### src/rtl/smbus_tmo_pkg.sv
package smbus_tmo_pkg;

    typedef enum logic [1:0] {
        ST_IDLE = 2'd0,
        ST_HOLD = 2'd1,
        ST_DATA = 2'd2,
        ST_ACK  = 2'd3
    } mon_state_e;

    localparam int unsigned NUM_FLAGS  = 4;
    localparam int unsigned NUM_ACC    = 3;
    localparam int unsigned FLG_TLOW   = 0;
    localparam int unsigned FLG_XFER   = 1;
    localparam int unsigned FLG_SEG    = 2;
    localparam int unsigned FLG_BERR   = 3;
    localparam int unsigned FRAME_BITS = 9;

endpackage

### src/rtl/smbus_line_filt.sv
module smbus_line_filt #(
    parameter int unsigned SYNC_STAGES = 2,
    parameter int unsigned FILT_LEN    = 4
) (
    input  logic clk,
    input  logic rst_n,
    input  logic line_i,
    output logic level_o,
    output logic chg_o
);
    localparam int unsigned RW = (FILT_LEN > 1) ? $clog2(FILT_LEN) : 1;

    logic [SYNC_STAGES-1:0] sync_q;
    logic [RW-1:0]          run_q;
    logic                   raw;

    assign raw = sync_q[SYNC_STAGES-1];

    always_ff @(posedge clk or negedge rst_n) begin
        if (!rst_n) begin
            sync_q  <= '1;
            run_q   <= '0;
            level_o <= 1'b1;
            chg_o   <= 1'b0;
        end else begin
            sync_q <= {sync_q[SYNC_STAGES-2:0], line_i};
            chg_o  <= 1'b0;
            if (raw == level_o) begin
                run_q <= '0;
            end else if (run_q == RW'(FILT_LEN - 1)) begin
                level_o <= raw;
                chg_o   <= 1'b1;
                run_q   <= '0;
            end else begin
                run_q <= run_q + 1'b1;
            end
        end
    end
endmodule

### src/rtl/smbus_tick_gen.sv
module smbus_tick_gen #(
    parameter int unsigned PRESCALE = 100
) (
    input  logic clk,
    input  logic rst_n,
    output logic tick_o
);
    localparam int unsigned PW = (PRESCALE > 1) ? $clog2(PRESCALE) : 1;

    logic [PW-1:0] div_q;

    always_ff @(posedge clk or negedge rst_n) begin
        if (!rst_n) begin
            div_q  <= '0;
            tick_o <= 1'b0;
        end else if (div_q == PW'(PRESCALE - 1)) begin
            div_q  <= '0;
            tick_o <= 1'b1;
        end else begin
            div_q  <= div_q + 1'b1;
            tick_o <= 1'b0;
        end
    end
endmodule

### src/rtl/smbus_low_acc.sv
module smbus_low_acc #(
    parameter int unsigned LIMIT = 1000,
    parameter int unsigned CW    = 16
) (
    input  logic clk,
    input  logic rst_n,
    input  logic clr_i,
    input  logic inc_i,
    output logic over_o
);
    logic [CW-1:0] cnt_q;

    always_ff @(posedge clk or negedge rst_n) begin
        if (!rst_n) begin
            cnt_q <= '0;
        end else if (clr_i) begin
            cnt_q <= '0;
        end else if (inc_i && (cnt_q != '1)) begin
            cnt_q <= cnt_q + 1'b1;
        end
    end

    assign over_o = (cnt_q > CW'(LIMIT));
endmodule

### src/rtl/smbus_tmo_mon.sv
module smbus_tmo_mon
    import smbus_tmo_pkg::*;
#(
    parameter int unsigned PRESCALE    = 100,
    parameter int unsigned TLOW_TICKS  = 30000,
    parameter int unsigned XFER_TICKS  = 25000,
    parameter int unsigned SEG_TICKS   = 10000,
    parameter int unsigned FILT_LEN    = 4,
    parameter int unsigned SYNC_STAGES = 2
) (
    input  logic                 clk,
    input  logic                 rst_n,
    input  logic                 scl_i,
    input  logic                 sda_i,
    input  logic [NUM_FLAGS-1:0] flag_clr_i,
    output logic [NUM_FLAGS-1:0] flags_o,
    output logic                 irq_o
);
    localparam int unsigned MAX_LIM =
        (TLOW_TICKS > XFER_TICKS) ?
            ((TLOW_TICKS > SEG_TICKS) ? TLOW_TICKS : SEG_TICKS) :
            ((XFER_TICKS > SEG_TICKS) ? XFER_TICKS : SEG_TICKS);
    localparam int unsigned CW  = $clog2(MAX_LIM + 2) + 1;
    localparam int unsigned BCW = $clog2(FRAME_BITS + 1);

    function automatic int unsigned limit_of(input int unsigned idx);
        return (idx == 0) ? TLOW_TICKS : ((idx == 1) ? XFER_TICKS : SEG_TICKS);
    endfunction

    // line conditioning
    logic scl_lvl, scl_chg, sda_lvl, sda_chg;
    logic scl_rise, scl_fall, sda_rise, sda_fall;
    logic tick;

    smbus_line_filt #(.SYNC_STAGES(SYNC_STAGES), .FILT_LEN(FILT_LEN)) u_scl_filt (
        .clk(clk), .rst_n(rst_n), .line_i(scl_i), .level_o(scl_lvl), .chg_o(scl_chg)
    );
    smbus_line_filt #(.SYNC_STAGES(SYNC_STAGES), .FILT_LEN(FILT_LEN)) u_sda_filt (
        .clk(clk), .rst_n(rst_n), .line_i(sda_i), .level_o(sda_lvl), .chg_o(sda_chg)
    );
    smbus_tick_gen #(.PRESCALE(PRESCALE)) u_tick (
        .clk(clk), .rst_n(rst_n), .tick_o(tick)
    );

    assign scl_rise = scl_chg & scl_lvl;
    assign scl_fall = scl_chg & ~scl_lvl;
    assign sda_rise = sda_chg & sda_lvl;
    assign sda_fall = sda_chg & ~sda_lvl;

    logic start_ev, stop_ev, cond_ev;
    assign start_ev = sda_fall & scl_lvl;
    assign stop_ev  = sda_rise & scl_lvl;
    assign cond_ev  = start_ev | stop_ev;

    // controller
    mon_state_e         state, state_nx;
    logic [BCW-1:0]     bit_cnt, bit_cnt_nx;
    logic               berr_ev, ack_clk, err_ev;
    logic [NUM_ACC-1:0] acc_over, acc_inc, acc_clr;

    always_ff @(posedge clk or negedge rst_n) begin
        if (!rst_n) begin
            state   <= ST_IDLE;
            bit_cnt <= '0;
        end else begin
            state   <= state_nx;
            bit_cnt <= bit_cnt_nx;
        end
    end

    always_comb begin
        state_nx   = state;
        bit_cnt_nx = bit_cnt;
        berr_ev    = 1'b0;
        ack_clk    = 1'b0;
        unique case (state)
            ST_IDLE: begin
                if (start_ev) begin
                    state_nx   = ST_HOLD;
                    bit_cnt_nx = '0;
                end
            end
            ST_HOLD: begin
                if (cond_ev) begin
                    berr_ev = 1'b1;
                end else if (scl_fall) begin
                    state_nx   = ST_DATA;
                    bit_cnt_nx = '0;
                end
            end
            ST_DATA: begin
                if (cond_ev && (bit_cnt != BCW'(1))) begin
                    berr_ev = 1'b1;
                end else if (start_ev) begin
                    state_nx   = ST_HOLD;
                    bit_cnt_nx = '0;
                end else if (stop_ev) begin
                    state_nx   = ST_IDLE;
                    bit_cnt_nx = '0;
                end else if (scl_rise) begin
                    bit_cnt_nx = bit_cnt + 1'b1;
                    if (bit_cnt == BCW'(FRAME_BITS - 1)) begin
                        state_nx = ST_ACK;
                        ack_clk  = 1'b1;
                    end
                end
            end
            ST_ACK: begin
                if (cond_ev) begin
                    berr_ev = 1'b1;
                end else if (scl_fall) begin
                    state_nx   = ST_DATA;
                    bit_cnt_nx = '0;
                end
            end
            default: state_nx = ST_IDLE;
        endcase
        err_ev = berr_ev | (|acc_over);
        if (err_ev) begin
            state_nx   = ST_IDLE;
            bit_cnt_nx = '0;
        end
    end

    // low-time budgets: 0 continuous, 1 whole transfer, 2 byte segment
    logic tick_low, busy;
    assign tick_low = tick & ~scl_lvl;
    assign busy     = (state != ST_IDLE);

    assign acc_inc[FLG_TLOW] = tick_low;
    assign acc_clr[FLG_TLOW] = scl_lvl | err_ev;
    assign acc_inc[FLG_XFER] = tick_low & busy;
    assign acc_clr[FLG_XFER] = start_ev | stop_ev | err_ev;
    assign acc_inc[FLG_SEG]  = tick_low & busy;
    assign acc_clr[FLG_SEG]  = start_ev | stop_ev | ack_clk | err_ev;

    for (genvar g = 0; g < NUM_ACC; g++) begin : g_acc
        smbus_low_acc #(.LIMIT(limit_of(g)), .CW(CW)) u_acc (
            .clk(clk), .rst_n(rst_n), .clr_i(acc_clr[g]),
            .inc_i(acc_inc[g]), .over_o(acc_over[g])
        );
    end

    // outputs
    logic [NUM_FLAGS-1:0] flag_set, flags_nx;
    assign flag_set = {berr_ev, acc_over};
    assign flags_nx = (flags_o & ~flag_clr_i) | flag_set;

    always_ff @(posedge clk or negedge rst_n) begin
        if (!rst_n) begin
            flags_o <= '0;
            irq_o   <= 1'b0;
        end else begin
            flags_o <= flags_nx;
            irq_o   <= |flags_nx;
        end
    end
endmodule

### config.mk
export PLATFORM = sky130hd
export DESIGN_NAME = smbus_tmo_mon
export DESIGN_NICKNAME = d
export VERILOG_FILES = /design/src/rtl/smbus_tmo_pkg.sv /design/src/rtl/smbus_line_filt.sv /design/src/rtl/smbus_tick_gen.sv /design/src/rtl/smbus_low_acc.sv /design/src/rtl/smbus_tmo_mon.sv
export SDC_FILE = /design/constraint.sdc
export NUM_CORES = 1
export LEC_CHECK = 0
export ABC_AREA = 1
export ABC_CLOCK_PERIOD_IN_PS = 1840
export BUFFER_PORTS_ARGS = -buffer_cell sky130_fd_sc_hd__clkbuf_2
export CAP_MARGIN = 20
export CORE_ASPECT_RATIO = 0.8
export CORE_MARGIN = 1.5
export CORE_UTILIZATION = 53
export CTS_CLUSTER_SIZE = 20
export DETAILED_ROUTE_END_ITERATION = 10
export PLACE_DENSITY = 0.75
export SKIP_LAST_GASP = 1
export SLEW_MARGIN = 40
export SYNTH_ARGS = -nofsm -noshare
export SYNTH_HDL_FRONTEND = slang
export SYNTH_SLANG_ARGS = --single-unit
### constraint.sdc
create_clock -name clk -period 1.84 [get_ports clk]
set_input_delay 0.46 -clock clk [delete_from_list [all_inputs] [get_ports clk]]
set_output_delay 0.46 -clock clk [all_outputs]
set_load 0.05 [all_outputs]
==> results of run 1 <==
metal layers:
metal	up-vias	track usage [%]	routed length [um]	part of all wire, %
met3	9	4.84	391	4.5
li1	1812	-	-	-
met2	61	33.5	4060	47
met4	0	7.83	108	1.2
met5	-	0	0	0
met1	1651	27.0	4090	47
flip-flops by register name (all words and copies together) (netlist names):
| register | cells |
|---|---|
| u_sda_filt.sync_q | 2 |
| u_scl_filt.run_q | 2 |
| u_sda_filt.chg_o | 1 |
| bit_cnt | 4 |
| g_acc.u_acc.cnt_q | 48 |
| u_tick.tick_o | 1 |
| irq_o | 1 |
| u_scl_filt.sync_q | 2 |
| flags_o | 4 |
| u_sda_filt.level_o | 1 |
| state | 2 |
| u_tick.div_q | 7 |
| u_scl_filt.level_o | 1 |
| u_sda_filt.run_q | 2 |
| u_scl_filt.chg_o | 1 |
repair_timing:
item,4_1_cts,5_1_grt
resized for setup,0,18
setup buffers,0,5
setup endpoints to repair,0,19
cell families (layout without fill, tap and decap cells):
| kind of cell | Yosys count | in the layout | synth area share (%) |
|---|---|---|---|
| other | 1 | 4 | 0.0863 |
| DFF | 79 | 79 | 45.7 |
| adders and majority gates | 12 | 12 | 3.46 |
| buffers and inverters | 90 | 126 | 8.04 |
| xor gates and xnor gates | 20 | 20 | 4.03 |
| AOI/OAI and AO/OA | 42 | 42 | 5.59 |
| and+or+nand+nor | 312 | 313 | 33.1 |
power breakdown:
group          leakage, nW  total (W)  internal (W)  switching (W)
Clock               0.0781    0.00112      0.000482       0.000636
Sequential            1.04    0.00189       0.00183      0.0000590
Combinational         1.05   0.000302     0.0000983       0.000204
Total                 2.17    0.00331       0.00241       0.000899
area by class of cell:
class | instances | area (um2) | area share [%]
Sequential cell | 79 | 1980 | 40.6
Multi-Input combinational cell | 391 | 2120 | 43.3
Timing Repair Buffer | 22 | 150 | 3.07
Clock inverter | 6 | 37.5 | 0.769
Inverter | 88 | 333 | 6.82
Tap cell | 108 | 135 | 2.77
Clock buffer | 10 | 128 | 2.61
final timing paths:
| kind | from | end | slack (ns) | cells after the start |
|---|---|---|---|---|
| worst max-delay path | g_acc[0].u_acc.cnt_q[0] | g_acc[0].u_acc.cnt_q[5] | 0.11 | 11 |
| worst min-delay path | rst_n | g_acc[1].u_acc.cnt_q[8] | 0.05 | 1 |
| worst max register to register | g_acc[0].u_acc.cnt_q[0] | g_acc[0].u_acc.cnt_q[5] | 0.11 | 11 |
| worst min register to register | u_sda_filt.sync_q[0] | u_sda_filt.sync_q[1] | 0.36 | 0 |
| max in group asynchronous | rst_n | u_sda_filt.sync_q[0] | 1.19 | 2 |
| min in group clk | scl_i | u_scl_filt.sync_q[0] | 0.19 | 1 |
placed cells by master, fill, tap and decap left out, types with 2 or more instances in the layout:
| cell type | Yosys | routed |
|---|---|---|
| xnor2_1 | 3 | 3 |
| nor3_1 | 23 | 21 |
| dfrtp_1 | 73 | 73 |
| xor2_1 | 17 | 17 |
| clkbuf_8 | 0 | 9 |
| nand4_1 | 10 | 10 |
| clkbuf_2 | 0 | 11 |
| o21ai_0 | 12 | 12 |
| nand2_2 | 4 | 3 |
| nor2_1 | 94 | 90 |
| nor3_2 | 0 | 2 |
| inv_1 | 82 | 82 |
| conb_1 | 1 | 4 |
| and3_1 | 2 | 2 |
| nand2_1 | 123 | 122 |
| nand3_2 | 3 | 4 |
| nand4_4 | 1 | 2 |
| nand3_1 | 25 | 23 |
| a21oi_1 | 17 | 17 |
| nor4_1 | 2 | 2 |
| buf_4 | 0 | 10 |
| nand2_4 | 3 | 5 |
| inv_2 | 5 | 5 |
| ha_1 | 12 | 12 |
| clkinv_2 | 0 | 3 |
| o21ai_1 | 2 | 2 |
| nor2_4 | 4 | 7 |
| o21bai_1 | 4 | 4 |
| dfstp_2 | 6 | 6 |
| nor2_2 | 13 | 15 |
| a31oi_1 | 2 | 2 |
| clkinvlp_4 | 0 | 3 |
worst reg2reg max path: stages, from the launching register on:
cell and delay (ns):
dfrtp_1 0.42, ha_1 0.23, nand3_1 0.12, inv_1 0.10
nand2_1 0.07, nor2_1 0.06, nor2_4 0.17, nand2_1 0.11
nor2_1 0.17, nand2_1 0.08, nand2_1 0.07, nor2_1 0.04
through the flow:
step / instances / total power, W / hold WS (ns) / instance area, um2 / TNS [ns]
floorplan: 559 / 0.00210 / 0.164 / 4350 / 0
global placement: 682 / 0.00220 / 0.346 / 4590 / 0
detailed placement: 682 / 0.00222 / 0.347 / 4590 / 0
CTS: 698 / 0.00333 / 0.0556 / 4750 / 0
global route: 704 / 0.00347 / 0.0620 / 4880 / -0.137
finish: 704 / 0.00331 / 0.0501 / 4880 / 0
==> impl_metrics.toml, run 1 <==
[pwr]
peakVddDrop_v = 0.000556
p_per_area_nw_per_um2 = 677
power.leakage_nw = 2.17

[clocking]
cts_num_sinks = 79
cts_made_buffers = 9
hold_buffers = 0
h-tree-depth = 3
clk_pin_slew_worst_paths_ns = 0.08
cts_root_buffer = "clkbuf_8"
cts_tree = "built"
cts.path.max_buffers = 2
clock_latency_ns = 0.35

[timing]
min_period_ns = 1.73
final_hold_viol_count = 0
rsz0062_at_grt = "true"
slew_viol_final = 0
finalCritPeriodShare_pct = 94.3
max_freq_mhz = 576
setup_ws_ns = 0.105
skew_ns = 0.00815
setup_viol = 0

[floorplanning]
dieWidth_um = 104
core_um2 = 7950
io-pin-count = 13
die_h_um = 84.0
die_area_um2 = 8750
fp-row-count = 29
start_util_pct = 54.7

[routing]
drt_pass1_iterations = 5
antenna_left = 0
via_count = 3533
routed_wl_um = 8650
drtIter0Drc = 190
post-route-drc-count = 0
viasPerCell = 5.02
routedWlPerCell_um = 12.3

[global_route]
antenna_found_initial = 0
grt_pass1_vias = 3301
grt_max_degree = 36
grt_pass1_wl_um = 14500
gr-usage-all-layers_pct = 20.7
overflow = 0

[synth]
synth-edff-count = 0
async_flop_share_pct = 100
ys_seq_area_share_pct = 45.7
synth-main-ff-cell = "dfrtp_1"
synth_common_cells = "123 x nand2_1, 94 x nor2_1, 82 x inv_1"
synth.ff_latch_count = 79
synthCells = 556
syn_area_per_cell_um2 = 7.81
yosys.area.top_type = "dfrtp_1"
ys_warn_count = 0
netlist_area_um2 = 4340
yosys.area.top_type_share_pct = 42.1
yosysMostFrequentCell = "nand2_1"
synth_area_leaders = "dfrtp_1 42%, nand2_1 11%, nor2_1 8.1%"
synth_cell_types = 39

[setup_path]
path_class = "reg2reg"
critPathArrivalTime_ns = 1.97
critical_path.slowest_cell = "dfrtp_1"
path_cells = "ha_1 -> nand3_1 -> inv_1 -> nand2_1 -> nor2_1 -> nor2_4 -> nand2_1 -> nor2_1 -> nand2_1 -> nand2_1 -> nor2_1"
crit_required_ns = 2.08
timing.critical_path.mode_cell = "nand2_1"
crit_buf_inv = 1
start_kind = "flop"
path_max_fanout = 7
crit_path_end_kind = "flop"
path_delay_family = "simple AND/OR/NAND/NOR gates"
cpPeakStageDelay_ns = 0.42

[run_status]
status = "complete, no violations"

[min_path]
min_path_type = "in2async"

[final_layout]
syn_to_final_growth_pct = 12.4
num_antenna_cells = 0
nFillCells = 711
layout-drive-gt1-share_pct = 15.8
fin_nets = 611
fin_util_pct = 61.5

[flow_run]
cap_violations = 0

[place]
portBuffers = 12
gp_congestion = 0.866
post-place-ws_ns = 0.0423
dp_hpwl_um = 6260
Power figures use the tool's default switching activity.
==> run 2: changes to the inputs <==
--- a/config.mk
+++ b/config.mk
@@ -11,12 +11,13 @@
 export CAP_MARGIN = 20
 export CORE_ASPECT_RATIO = 0.8
 export CORE_MARGIN = 1.5
-export CORE_UTILIZATION = 53
+export CORE_UTILIZATION = 30
 export CTS_CLUSTER_SIZE = 20
 export DETAILED_ROUTE_END_ITERATION = 10
-export PLACE_DENSITY = 0.75
+export PLACE_DENSITY = 0.49
 export SKIP_LAST_GASP = 1
 export SLEW_MARGIN = 40
 export SYNTH_ARGS = -nofsm -noshare
 export SYNTH_HDL_FRONTEND = slang
+export SYNTH_HIERARCHICAL = 1
 export SYNTH_SLANG_ARGS = --single-unit
==> impl_metrics.toml, run 2 <==
[run_status]
status = "finished with violations"
violations = "setup timing"

[pwr]
power.leakage_nw = 3.19
power_frac_comb_pct = 23.3
fin_total_pwr_w = 0.00471
pwr-share-clk_pct = 35.0
peakVddDrop_v = 0.000496
seq_power_share_pct = 41.8
p_int_w = 0.00324
power_switching_w = 0.00147
p_per_area_nw_per_um2 = 732
switching_share_pct = 31.2

[final_layout]
num_antenna_cells = 0
largestRegisters = "g_acc.u_acc/cnt_q: 48 flops, u_tick/div_q: 7 flops"
register_area_um2 = 1980
syn_to_final_growth_pct = 32.1
layout-drive-gt1-share_pct = 28.3
final_cell_mix = "189 x nand2_1, 104 x buf_4, 86 x nor2_1, 73 x dfrtp_1, 70 x inv_1"
largest_register_ffs = 48
nFillCells = 1624
fin_nets = 821
multi_input_area_um2 = 2670
top_register = "g_acc.u_acc/cnt_q"
final_common_cell = "nand2_1"

[synth]
async_flop_share_pct = 100
synth_common_cells = "197 x nand2_1, 91 x nor2_1, 75 x inv_1"
ys_warn_count = 6
ys_seq_area_share_pct = 40.7
synth.ff_latch_count = 79
yosys.area.top_type = "dfrtp_1"
syn-num-nets = 696
syn_area_per_cell_um2 = 7.22
synth_cell_types = 42
yosys.area.top_type_share_pct = 37.4
synth-main-ff-cell = "dfrtp_1"
synth-edff-count = 0
netlist_area_um2 = 4880
yosysMostFrequentCell = "nand2_1"
synthCells = 676
synth_area_leaders = "dfrtp_1 37%, nand2_1 15%, nor2_1 7.0%"

[routing]
drtIter0Drc = 335
routed_wl_um = 11900
drt_pass1_iterations = 4
routedWlPerCell_um = 11.7
antenna_left = 0
post-route-drc-count = 0
via_count = 4637
viasPerCell = 4.54

[global_route]
gr-usage-all-layers_pct = 14.8
antenna_found_initial = 0
grt_max_degree = 80
grt_pass1_wl_um = 20100
overflow = 0
grt_pass1_vias = 4394

[setup_path]
path_delay_family = "simple AND/OR/NAND/NOR gates"
path_class = "reg2reg"
critical_path.slowest_cell = "dfrtp_1"
start_kind = "flop"
r2r_setup_slack_ns = -0.27
crit_required_ns = 2.12
cpPeakStageDelay_ns = 0.39
crit_buf_inv = 4
cp.depth = 14
crit_path_end_kind = "flop"
timing.critical_path.mode_cell = "nand2_1"
critPathArrivalTime_ns = 2.39
path_max_fanout = 8
path_cells = "nor3_2 -> nor2b_4 -> nand4_1 -> nand2_1 -> inv_2 -> nor3_4 -> nand2_4 -> inv_4 -> o311ai_4 -> inv_2 -> o21ai_4 -> inv_4 -> nand2_1 -> nand2_1"
rr_worst_depth = 14

[place]
gp_congestion = 0.825
post-place-ws_ns = -0.351
portBuffers = 12
dp_hpwl_um = 8790

[timing]
fin_hold_ws_ns = 0.148
max_freq_mhz = 475
rsz0062_at_grt = "true"
tightest_slew_ns = 0.572
skew_ns = 0.0103
final_hold_viol_count = 0
min_period_ns = 2.11
slew_headroom_pct = 61.8
setup_ws_ns = -0.265
slew_viol_final = 0
setup_viol = 55
finalCritPeriodShare_pct = 114

[clocking]
hold_buffers = 0
cts.path.max_buffers = 2
cts_tree = "built"
cts_root_buffer = "clkbuf_16"
h-tree-depth = 3
clk_pin_slew_worst_paths_ns = 0.06
cts_num_sinks = 79
clock_latency_ns = 0.35
cts_made_buffers = 9

[min_path]
min_path_type = "in2async"

[floorplanning]
die_h_um = 117
io-pin-count = 13
die_area_um2 = 17000
core_um2 = 15900
dieWidth_um = 146
fp-row-count = 41
start_util_pct = 30.8

[flow_run]
cap_violations = 0
[run 2: final timing paths]
check,start,end
max,g_acc[0].u_acc/cnt_q[15],g_acc[2].u_acc/cnt_q[8]
min in group clk,sda_i,u_sda_filt/sync_q[0]
max in group asynchronous,rst_n,u_sda_filt/sync_q[0]
min,rst_n,g_acc[0].u_acc/cnt_q[6]
max reg2reg,g_acc[0].u_acc/cnt_q[15],g_acc[2].u_acc/cnt_q[8]
min reg2reg,u_scl_filt/sync_q[0],u_scl_filt/sync_q[1]
[run 2: timing repair]
action / in CTS / in global routing
pin swaps: 6 / 8
setup endpoints to repair: 55 / 56
gates cloned: 1 / 1
setup buffers: 4 / 7
resized for setup: 15 / 22
[run 2: cell type report]
type | count | share of cell area (%)
tap | 215 | 4.17
clock buffer | 15 | 4.00
timing repair inverter | 2 | 0.175
timing repair buffer | 119 | 13.9
sequential | 79 | 30.8
multi-input combinational | 501 | 41.4
clock inverter | 1 | 0.0777
inverter | 89 | 5.46
[run 2: layer usage]
layer / vias up / GRT usage, % / wire length [um]
met4: 0 / 4.76 / 150
met1: 2166 / 19.9 / 6000
li1: 2405 / - / -
met5: - / 0 / 0
met3: 10 / 3.64 / 397
met2: 56 / 23.7 / 5380
[run 2: per-stage QoR]
step	instance area, um2	util (%)	setup TNS, ns	cells
after floorplan	4940	-	-3.40	676
after global placement	5950	37.5	-13.85	992
after detailed placement	5950	37.6	-15.96	992
after CTS	6310	39.8	-11.68	1013
after global routing	6440	40.7	-18.75	1021
final	6440	40.7	-11.54	1021
[run 2: kinds of logic after synthesis]
| group | after synthesis | synth area share (%) |
|---|---|---|
| XOR/XNOR | 9 | 1.62 |
| flip-flops | 79 | 40.7 |
| buffers and inverters | 96 | 8.05 |
| AO/OA/AOI/OAI | 57 | 7.13 |
| adder cells (fa/ha/maj) | 12 | 3.08 |
| AND/OR/NAND/NOR | 423 | 39.5 |
[run 2: power by group through the flow]
stage | combinational, W | clock (W) | sequential [W]
after floorplan | 0.000662 | 0 | 0.00200
after global placement | 0.00101 | 0 | 0.00199
after detailed placement | 0.00103 | 0 | 0.00200
after CTS | 0.00108 | 0.00172 | 0.00197
after global routing | 0.00121 | 0.00180 | 0.00198
final | 0.00110 | 0.00165 | 0.00197
[run 2: worst register-to-register path: stages, from the launching register on]
cell      delay [ns]
dfrtp_1         0.39
nor3_2          0.22
nor2b_4         0.19
nand4_1         0.10
nand2_1         0.11
inv_2           0.08
nor3_4          0.25
nand2_4         0.09
inv_4           0.07
o311ai_4        0.09
inv_2           0.12
o21ai_4         0.13
inv_4           0.11
nand2_1         0.05
nand2_1         0.05
==> run 3: changes to the inputs <==
--- a/config.mk
+++ b/config.mk
@@ -6,7 +6,6 @@
 export NUM_CORES = 1
 export LEC_CHECK = 0
 export ABC_AREA = 1
-export ABC_CLOCK_PERIOD_IN_PS = 1840
 export BUFFER_PORTS_ARGS = -buffer_cell sky130_fd_sc_hd__clkbuf_2
 export CAP_MARGIN = 20
 export CORE_ASPECT_RATIO = 0.8
==> constraint.sdc (replaced) <==
create_clock -name clk -period 2.4 [get_ports clk]
set_input_delay 0.6 -clock clk [delete_from_list [all_inputs] [get_ports clk]]
set_output_delay 0.6 -clock clk [all_outputs]
set_load 0.05 [all_outputs]
==> impl_metrics.toml, run 3 (synthesized netlist as in run 2, its figures left out) <==
[timing]
tightest_slew_ns = 0.603
setup_ws_ns = 0.217
rsz0062_at_grt = "false"
setup_viol = 0
min_period_ns = 2.18
finalSetupTns_ns = 0
max_freq_mhz = 458
finalCritPeriodShare_pct = 90.9
slew_headroom_pct = 59.6
final_hold_viol_count = 0
slew_viol_final = 0
skew_ns = 0.00769

[pwr]
switching_share_pct = 30.1
p_int_w = 0.00252
peakVddDrop_v = 0.000411
power_frac_comb_pct = 19.4
power.leakage_nw = 2.88
seq_power_share_pct = 42.1
pwr-share-clk_pct = 38.5
power_switching_w = 0.00108
p_per_area_nw_per_um2 = 606

[global_route]
antenna_found_initial = 0
grt_pass1_wl_um = 19400
grt_pass1_vias = 3947
overflow = 0
gr-usage-all-layers_pct = 14.1
grt_max_degree = 80

[routing]
drt_pass1_iterations = 8
post-route-drc-count = 0
drtIter0Drc = 287
viasPerCell = 4.54
routedWlPerCell_um = 11.6
routed_wl_um = 11200
antenna_left = 0
via_count = 4387

[final_layout]
final_cell_mix = "196 x nand2_1, 90 x nor2_1, 73 x inv_1, 73 x dfrtp_1, 59 x nand3_1"
num_antenna_cells = 0
syn_to_final_growth_pct = 21.8
final_common_cell = "nand2_1"
multi_input_area_um2 = 2540
fin_util_pct = 37.5
register_area_um2 = 1980
nFillCells = 1627
top_register = "g_acc.u_acc/cnt_q"
largestRegisters = "g_acc.u_acc/cnt_q: 48 flops, u_tick/div_q: 7 flops"
largest_register_ffs = 48
fin_nets = 766
final_cells = 966
layout-drive-gt1-share_pct = 20.4

[clocking]
cts_root_buffer = "clkbuf_16"
hold_buffers = 0
cts_num_sinks = 79
cts_made_buffers = 9
clock_latency_ns = 0.34
h-tree-depth = 3
cts.path.max_buffers = 2
cts_tree = "built"
clk_pin_slew_worst_paths_ns = 0.06

[place]
post-place-ws_ns = -0.0838
dp_hpwl_um = 8190
portBuffers = 12
gp_congestion = 0.840
dp.cells = 949

[setup_path]
crit_required_ns = 2.62
regToRegStartpoint = "g_acc[0].u_acc/cnt_q[13]"
path_class = "reg2reg"
start_kind = "flop"
critPathArrivalTime_ns = 2.41
startpoint = "g_acc[0].u_acc/cnt_q[13]"
path_max_fanout = 3
crit_path_end_kind = "flop"

[flow_run]
cap_violations = 0

[run_status]
status = "complete, no violations"

[floorplanning]
fp-row-count = 41
die_h_um = 117
core_um2 = 15900
io-pin-count = 13
dieWidth_um = 146
die_area_um2 = 17000
start_util_pct = 30.8

[min_path]
min_path_type = "in2async"
run 3: worst max-delay path: stages, from the launching register on:
cell and delay (ns):
dfrtp_1 0.36, nand2_1 0.09, nor3_2 0.23, nor2b_4 0.19, nand4_1 0.10, nand2_2 0.09
inv_2 0.06, nor3_4 0.23, buf_4 0.16, nand3_2 0.10, nor2_1 0.22, nand2_1 0.10
nand3_1 0.08, nand2_1 0.06
run 3: layout make-up:
| class | instances | area share, % |
|---|---|---|
| Inverter | 89 | 5.77 |
| Timing Repair Buffer | 66 | 8.42 |
| Clock buffer | 11 | 4.09 |
| Multi-Input combinational cell | 501 | 42.8 |
| Tap cell | 215 | 4.53 |
| Clock inverter | 5 | 0.969 |
| Sequential cell | 79 | 33.4 |
run 3: final timing paths:
check / depth (start not counted) / endpoint / slack (ns)
worst max-delay path: 13 / state[0] / 0.22
worst min-delay path: 2 / g_acc[0].u_acc/cnt_q[8] / 0.28
worst max register to register: 13 / state[0] / 0.22
worst min register to register: 0 / u_sda_filt/sync_q[1] / 0.36
max in group asynchronous: 2 / u_sda_filt/sync_q[0] / 1.73
min in group clk: 1 / u_sda_filt/sync_q[0] / 0.34
run 3: what timing repair did:
action,in CTS,in global routing
pin swaps,0,2
buffers inserted,0,1
gates resized for setup,2,12
endpoints found under the setup margin,17,33
endpoints found under the hold margin,0,0
run 3: power by group through the flow:
stage                     combinational, W  clock (W)  sequential, W
final                             0.000699    0.00138        0.00152
after global routing              0.000801    0.00149        0.00153
after CTS                         0.000690    0.00144        0.00152
after detailed placement          0.000689          0        0.00154
after global placement            0.000686          0        0.00154
after floorplan                   0.000479          0        0.00153
run 3: routing by layer:
metal  GRT usage [%]  wire length [um]  share of wire (%)  vias up
met5               0                 0                  0        -
met4            3.81               107               0.95        0
met3            3.02               502                4.5        9
li1                -                 -                  -     2289
met2            22.1              4970                 44       84
met1            19.7              5660                 50     2005
run 3: through the flow:
step           total power (W)  cell area, um2  hold WS [ns]
3_3_place_gp           0.00222            5580         0.347
3_5_place_dp           0.00223            5580         0.348
4_1_cts                0.00365            5900         0.317
6_report               0.00360            5940         0.283
5_1_grt                0.00382            5940         0.325
2_1_floorplan          0.00201            4880         0.304
